`src/rtl/useq_pkg.sv`:
```
package useq_pkg;
    typedef enum logic [1:0] {
        SQ_IDLE     = 2'd0,
        SQ_DISPATCH = 2'd1,
        SQ_RUN      = 2'd2
    } sq_state_e;
endpackage

```
`src/rtl/useq_store.sv`:
```
module useq_store #(
    parameter int AW  = 6,
    parameter int OPW = 3,
    parameter int WW  = 20
) (
    input  logic          clk,
    input  logic          rst_n,
    input  logic          wr_allow,
    input  logic          uw_we,
    input  logic [AW-1:0] uw_addr,
    input  logic [WW-1:0] uw_data,
    input  logic          bt_we,
    input  logic [OPW-1:0] bt_op,
    input  logic [AW-1:0] bt_base,
    input  logic [AW-1:0] rd_addr,
    output logic [WW-1:0] rd_word,
    input  logic [OPW-1:0] op_sel,
    output logic [AW-1:0] base_rd
);
    localparam int DEPTH = 1 << AW;
    localparam int NOP   = 1 << OPW;

    logic [WW-1:0]           mem_q [DEPTH];
    logic [NOP-1:0][AW-1:0]  bt_q;

    always_ff @(posedge clk or negedge rst_n) begin
        if (!rst_n) begin
            for (int i = 0; i < DEPTH; i++) mem_q[i] <= '0;
            bt_q <= '0;
        end else if (wr_allow) begin
            if (uw_we) mem_q[uw_addr] <= uw_data;
            if (bt_we) bt_q[bt_op]    <= bt_base;
        end
    end

    assign rd_word = mem_q[rd_addr];
    assign base_rd = bt_q[op_sel];

    AST_BASE_LOCKED: assert property (@(posedge clk) disable iff (!rst_n)
        !wr_allow |=> $stable(bt_q));
endmodule

```
`src/rtl/useq_next.sv`:
```
module useq_next #(
    parameter int OFFW  = 4,
    parameter int NCOND = 2
) (
    input  logic [2+2*NCOND-1:0] uop,
    input  logic [NCOND-1:0]     cond,
    input  logic [OFFW-1:0]      tgt,
    input  logic [OFFW-1:0]      off,
    output logic                 take,
    output logic                 is_end,
    output logic [OFFW-1:0]      off_nxt
);
    logic [NCOND-1:0] hit;

    for (genvar k = 0; k < NCOND; k++) begin : g_br
        assign hit[k] = (uop[2+2*k] & cond[k]) | (uop[3+2*k] & ~cond[k]);
    end

    always_comb begin
        take    = uop[1] | (|hit);
        is_end  = (tgt == {OFFW{1'b1}});
        off_nxt = take ? tgt : off + 1'b1;
    end
endmodule

```
`src/rtl/useq_top.sv`:
```
module useq_top #(
    parameter int AW    = 6,
    parameter int OPW   = 3,
    parameter int OFFW  = 4,
    parameter int NCOND = 2,
    parameter int NCTRL = 10,
    parameter int UOPW  = 2 + 2*NCOND,
    parameter int WW    = OFFW + UOPW + NCTRL
) (
    input  logic             clk,
    input  logic             rst_n,
    input  logic             hold_i,
    input  logic             cmd_valid_i,
    input  logic [OPW-1:0]   cmd_op_i,
    output logic             cmd_ready_o,
    input  logic [NCOND-1:0] cond_i,
    input  logic             uw_we_i,
    input  logic [AW-1:0]    uw_addr_i,
    input  logic [WW-1:0]    uw_data_i,
    input  logic             bt_we_i,
    input  logic [OPW-1:0]   bt_op_i,
    input  logic [AW-1:0]    bt_base_i,
    output logic [NCTRL-1:0] ctrl_o,
    output logic [AW-1:0]    upc_o,
    output logic             busy_o
);
    import useq_pkg::*;

    sq_state_e       state_q, state_d;
    logic [OPW-1:0]  op_q, op_d;
    logic [AW-1:0]   base_q, base_d;
    logic [OFFW-1:0] off_q, off_d;

    logic [WW-1:0]   word;
    logic [AW-1:0]   base_rd;
    logic [UOPW-1:0] uop_w;
    logic [OFFW-1:0] tgt_w;
    logic            take, is_end, wr_allow;
    logic [OFFW-1:0] off_nxt;

    assign uop_w = word[NCTRL +: UOPW];
    assign tgt_w = word[WW-1 -: OFFW];

    useq_store #(.AW(AW), .OPW(OPW), .WW(WW)) u_store (
        .clk(clk), .rst_n(rst_n), .wr_allow(wr_allow),
        .uw_we(uw_we_i), .uw_addr(uw_addr_i), .uw_data(uw_data_i),
        .bt_we(bt_we_i), .bt_op(bt_op_i), .bt_base(bt_base_i),
        .rd_addr(upc_o), .rd_word(word),
        .op_sel(op_q), .base_rd(base_rd)
    );

    useq_next #(.OFFW(OFFW), .NCOND(NCOND)) u_next (
        .uop(uop_w), .cond(cond_i), .tgt(tgt_w), .off(off_q),
        .take(take), .is_end(is_end), .off_nxt(off_nxt)
    );

    // next-state logic
    always_comb begin
        state_d = state_q;
        op_d    = op_q;
        base_d  = base_q;
        off_d   = off_q;
        unique case (state_q)
            SQ_IDLE: begin
                if (cmd_valid_i && !hold_i) begin      // accept
                    state_d = SQ_DISPATCH;
                    op_d    = cmd_op_i;
                end
            end
            SQ_DISPATCH: begin                         // enter
                state_d = SQ_RUN;
                base_d  = base_rd;
                off_d   = '0;
            end
            SQ_RUN: begin
                if (take && is_end) state_d = SQ_IDLE; // finish
                else                off_d   = off_nxt; // step / transfer
            end
            default: state_d = SQ_IDLE;
        endcase
    end

    // state register
    always_ff @(posedge clk or negedge rst_n) begin
        if (!rst_n) begin
            state_q <= SQ_IDLE;
            op_q    <= '0;
            base_q  <= '0;
            off_q   <= '0;
        end else begin
            state_q <= state_d;
            op_q    <= op_d;
            base_q  <= base_d;
            off_q   <= off_d;
        end
    end

    // outputs
    always_comb begin
        unique case (state_q)
            SQ_IDLE:     upc_o = '0;
            SQ_DISPATCH: upc_o = AW'(1);
            SQ_RUN:      upc_o = base_q + AW'(off_q);
            default:     upc_o = '0;
        endcase
        busy_o      = (state_q != SQ_IDLE);
        cmd_ready_o = (state_q == SQ_IDLE) && !hold_i;
        wr_allow    = (state_q == SQ_IDLE) && hold_i;
        ctrl_o      = word[NCTRL-1:0];
    end

    AST_READY_ONLY_IDLE: assert property (@(posedge clk) disable iff (!rst_n)
        cmd_ready_o |-> !busy_o && !hold_i);
    AST_ACCEPT_DISPATCH: assert property (@(posedge clk) disable iff (!rst_n)
        cmd_valid_i && cmd_ready_o |=> busy_o && upc_o == AW'(1));
    AST_ENTER_AT_BASE: assert property (@(posedge clk) disable iff (!rst_n)
        state_q == SQ_DISPATCH |=> upc_o == $past(base_rd));
    AST_CONT_STEP: assert property (@(posedge clk) disable iff (!rst_n)
        state_q == SQ_RUN && uop_w[0] && !take && off_q != {OFFW{1'b1}}
        |=> upc_o == $past(upc_o) + 1'b1);
    AST_END_TO_IDLE: assert property (@(posedge clk) disable iff (!rst_n)
        state_q == SQ_RUN && take && is_end |=> upc_o == '0 && !busy_o);
endmodule

```
`config.mk`:
```
export PLATFORM = sky130hd
export DESIGN_NAME = useq_top
export DESIGN_NICKNAME = d
export VERILOG_FILES = /design/src/rtl/useq_pkg.sv /design/src/rtl/useq_store.sv /design/src/rtl/useq_next.sv /design/src/rtl/useq_top.sv
export SDC_FILE = /design/constraint.sdc
export NUM_CORES = 2
export LEC_CHECK = 0
export ABC_AREA = 1
export BUFFER_PORTS_ARGS = -buffer_cell sky130_fd_sc_hd__buf_2
export CORE_UTILIZATION = 55
export CTS_CLUSTER_DIAMETER = 80
export DETAILED_ROUTE_END_ITERATION = 12
export GPL_ROUTABILITY_DRIVEN = 0
export PLACE_DENSITY = 0.8
export SYNTH_ARGS = -nofsm -noshare
export SYNTH_HDL_FRONTEND = slang
export SYNTH_SLANG_ARGS = --single-unit
```
`constraint.sdc`:
```
create_clock -name clk -period 6.3 [get_ports clk]
set_clock_uncertainty 0.15 [all_clocks]
set_input_delay 0.315 -clock clk [delete_from_list [all_inputs] [get_ports clk]]
set_output_delay 0.315 -clock clk [all_outputs]
set_load 0.02 [all_outputs]
```
==> results.md <==
- Power spread over the standard cell area amounts to 375.1 mW/mm^2.
- The worst setup path is launched from a flop.
- The post-route minimum period is 6.013 ns.
- The number of distinct standard cells referenced by the synthesized netlist is 35.
- The average via count per standard cell is 6.095.
- The average wire per standard cell is 20.16 microns.
- The layout has 8631 filler cells.
- The area of all placed cells without fillers is 0.06384 sq mm.
- The instance area at placement is 0.05928 sq mm.
- The critical path is of the reg2reg type.
- The count of buffer and inverter cells on the critical path is 4.
- By area the synthesized netlist is led by dfrtp_1, nand2_1, o21ai_0.
- Of the available clock period, the critical path in the final layout requires 95.45%.
- The first-pass detailed-route iteration total is 9.
- The library cell contributing the largest single delay on the critical path is inv_8.
- The vertical extent of the die is 327.9 microns.
- The gate count of the mapped netlist is 7053.
- The global-route usage over all layers is 31.15%.
- Traced cell by cell, the critical path runs through ha_1 > fa_1 > nand2_8 > inv_8 > buf_4 > nand3_1 > nand3_1 > nand3_1 > nand3_1 > nand3_1 > nand2_1 > nor2_1 > nand2_1 > o21bai_4 > nand3_1 > dlygate4sd3_1 > nand2_1 > dlygate4sd3_1.
- The count of pins over their slew limit was 0.
- The number of nets at the end of the flow is 6832.
- TritonCTS built the clock tree.
- After the first detailed-routing iteration, the DRC count stood at 6353.
- Clock latency on the worst-skew pair, taken at its later pin, is 0.75 ns.
- The CTS H-tree depth is 4.
- Across the VDD grid, the largest voltage drop is 271.0 uV.
- The cell sitting at the root of the clock tree is a clkbuf_16.
- In this run, synthesis produced a sequential element count of 1279.
- The finished layout holds 8275 standard cells, fillers aside.
- The number of nets in the synthesized netlist is 7109.
- The run finished with clean final reports.
- The tightest hold path in the finished design has a slack of 0.05681 ns.
- The cell area that synthesis handed to floorplanning was 0.05843 sq mm.
- Sequential elements use 54.78% of the synthesized area.
- The number of buffers between clock root and the deepest sink is 3.
- The arrival time at the worst endpoint is 6.47 ns.
- The synthesized design devotes to its leading area cell type 54.78% of total area.
- The worst setup path is captured at a flop.
- Clock tree synthesis inserted a total of 132 buffers.
- The path type of the worst min-delay path is in2reg.
- For this design the top-level I/O count stands at 64.
- The setup TNS after final layout is 0 ns.
- The via count is 50439.
- The dominant delay contributor by cell family on the critical path is buffers and inverters.
- The number of endpoints with negative hold slack in the final report is 0.
- The share of post-route cells with drive strength above 1 is 6.553%.
- Setup violations remaining at the end of the flow were counted as 0.
- The die extent in x is 327.9 microns.
- Across the whole layout, storage elements account for 0.03201 sq mm.
- After floorplanning, the core was divided into 119 placement rows.
- Setup repair after global routing left no endpoint under its margin.
- The aggregate global routing overflow is 0.
- Derived from the worst setup path, the maximum achievable clock frequency is 166.3 MHz.
- The delay of the slowest cell on the worst path is 0.78 ns.
- The top fanout value on the critical path is 120.
- The transition time at the pin with the least slew margin is 1.245 ns.
- The synthesized design spends more area on one cell type than any other, namely dfrtp_1.
- The core utilization of the finished layout is 60.65%.
- The area of the die is 0.1075 sq mm.
- The area overhead of the layout relative to synthesis is 9.266%.
- The core region is 0.1053 sq mm.
- The max-capacitance violation count is 0.
- By instance count, the cell type seen most on the critical path is nand3_1.
- The total leakage power is 0.02895 uW.
- The first global-routing pass estimated 265500 microns of wire.
- Data on the critical path is required at its endpoint by 6.76 ns.
- Once the floorplan was initialized, standard cells occupied 55.50% of the core.
- The multi-input combinational cell area is 0.02276 sq mm.
- Entering global routing, the biggest net connects 192 pins.
- The via count of the first global-routing pass came to 48170.
- For this run, the number of Yosys warnings is 0.
- The clock sink total is 1279.
- After detailed routing, the total wire length is 166800 microns.
- After legalization and detailed placement, the total HPWL measured 89750 microns.
- Headroom to the max-slew limit came out at 17.02%.
- The count of nets left with antenna violations once routing finished came out at 0.
- The number of antenna violations at the first check in global routing is 5.
- For this run, design rule violations remaining after detail routing come to 0.
- The quantity of I/O buffers inserted on ports is 62.
- The synthesized area divided by synthesized cell count is 8.284 sq um.
- The clock transition time at the flip-flop clock pins of the worst setup and hold paths is 0.06 ns.
- Counting tap cells, the placed design contains a total of 8015 instances.
[power by group]
part           leakage (uW)  internal, uW  total [uW]  switching [uW]
Combinational       0.00927          1990        6280            4290
Sequential           0.0175          9230        9830             597
Clock               0.00215          4570        7840            3270
Total                0.0290         15800       23900            8150
[routing by layer]
metal / wire, microns / GRT usage, % / part of all wire [%] / vias to the layer above
met2: 75950 / 48.30 / 46 / 2680
li1: - / - / - / 22797
met5: 51 / 0 / 0.031 / -
met4: 7177 / 14.88 / 4.3 / 8
met3: 17320 / 6.691 / 10 / 430
met1: 66300 / 41.86 / 40 / 24524
[final cells by class]
class | instances | area share, %
inverter | 301 | 1.793
antenna | 2 | 0.007840
clock buffer | 212 | 6.393
clock inverter | 28 | 0.4527
sequential | 1279 | 50.13
tap | 1391 | 2.726
multi-input combinational | 4836 | 35.65
timing repair buffer | 226 | 2.842
[placed cells by master (no fill, tap or decap), drive strengths merged, types with 2 or more instances in the layout]
| cell type | netlist | layout |
|---|---|---|
| a21oi | 17 | 17 |
| buf | 149 | 208 |
| bufinv | 0 | 3 |
| clkbuf | 488 | 212 |
| clkinv | 21 | 21 |
| dfrtp | 1279 | 1279 |
| diode | 0 | 2 |
| dlygate4sd3 | 0 | 18 |
| ha | 9 | 9 |
| inv | 280 | 304 |
| mux2i | 92 | 92 |
| nand2 | 1985 | 1985 |
| nand3 | 626 | 626 |
| nand3b | 13 | 13 |
| nand4 | 2 | 2 |
| nor2 | 358 | 358 |
| nor3 | 13 | 13 |
| nor4 | 4 | 4 |
| o211ai | 64 | 64 |
| o21ai | 1473 | 1473 |
| o221ai | 80 | 80 |
| o22ai | 18 | 18 |
| o32ai | 73 | 73 |
| or2 | 2 | 2 |
[flip-flops by register name, summed over array words and instances, names as in the netlist]
register and cells:
base_q 6, off_q 4, op_q 3, state_q 2, u_store.bt_q 48, u_store.mem_q 1216
[repair_timing]
action | in CTS | in global routing
endpoints found under the hold margin | 196 | 0
resized for setup | 0 | 0
buffers inserted | 0 | 0
hold buffers | 18 | 0
[worst reg2reg max path: cells and delay by family (launching register included)]
| family | cells | cell delay [ns] |
|---|---|---|
| buffers and inverters | 4 | 2.43 |
| adders and majority gates | 2 | 0.84 |
| AOI/OAI and AO/OA | 1 | 0.12 |
| DFF | 1 | 0.43 |
| and+or+nand+nor | 11 | 1.90 |
[Yosys cell counts]
cell / count
a21boi_0: 1
a21oi_1: 17
and3_1: 1
buf_1: 16
buf_2: 109
buf_4: 22
buf_6: 2
clkbuf_1: 488
clkinv_1: 21
dfrtp_1: 1279
fa_1: 1
ha_1: 9
inv_1: 276
inv_2: 4
mux2_2: 1
mux2i_1: 92
nand2_1: 1983
nand2_2: 2
nand3_1: 623
nand3_2: 3
nand3b_1: 13
nand4_1: 2
nor2_1: 358
nor3_1: 13
nor4_1: 4
o211ai_1: 64
o21ai_0: 1470
o21ai_1: 3
o21bai_4: 1
o221ai_1: 80
o22ai_1: 18
o32ai_1: 73
or2_2: 2
xnor2_1: 1
xor2_1: 1
[logic make-up (layout without fill, tap and decap cells)]
logic type,Yosys count,after routing,synth area share [%]
AND/OR/NAND/NOR,3004,3004,20.82
AO/OA/AOI/OAI,1727,1727,16.12
flip-flops,1279,1279,54.78
buffers and inverters,938,767,6.427
multiplexers,93,93,1.595
adder cells (fa/ha/maj),10,10,0.2270
XOR/XNOR,2,2,0.02999
other,0,2,0
[worst paths after layout]
| check | depth (start not counted) | from | slack (ns) | to |
|---|---|---|---|---|
| min reg2reg | 2 | u_store.mem_q[263] | 0.33 | u_store.mem_q[263] |
| min | 3 | bt_op_i[1] | 0.06 | u_store.bt_q[45] |
| max | 18 | off_q[0] | 0.29 | state_q[0] |
| max reg2reg | 18 | off_q[0] | 0.29 | state_q[0] |
| min in group asynchronous | 2 | rst_n | 0.08 | u_store.mem_q[847] |
| max in group asynchronous | 3 | rst_n | 4.10 | u_store.mem_q[336] |
[per-stage QoR]
| step | power [uW] | setup slack, ns |
|---|---|---|
| 3_3_place_gp | 15800 | 1.491 |
| 5_1_grt | 25060 | 0.1651 |
| 2_1_floorplan | 14070 | 3.001 |
| 3_5_place_dp | 15990 | 1.444 |
| 4_1_cts | 23840 | 0.4727 |
| 6_report | 23950 | 0.2867 |
Power figures use the tool's default switching activity.
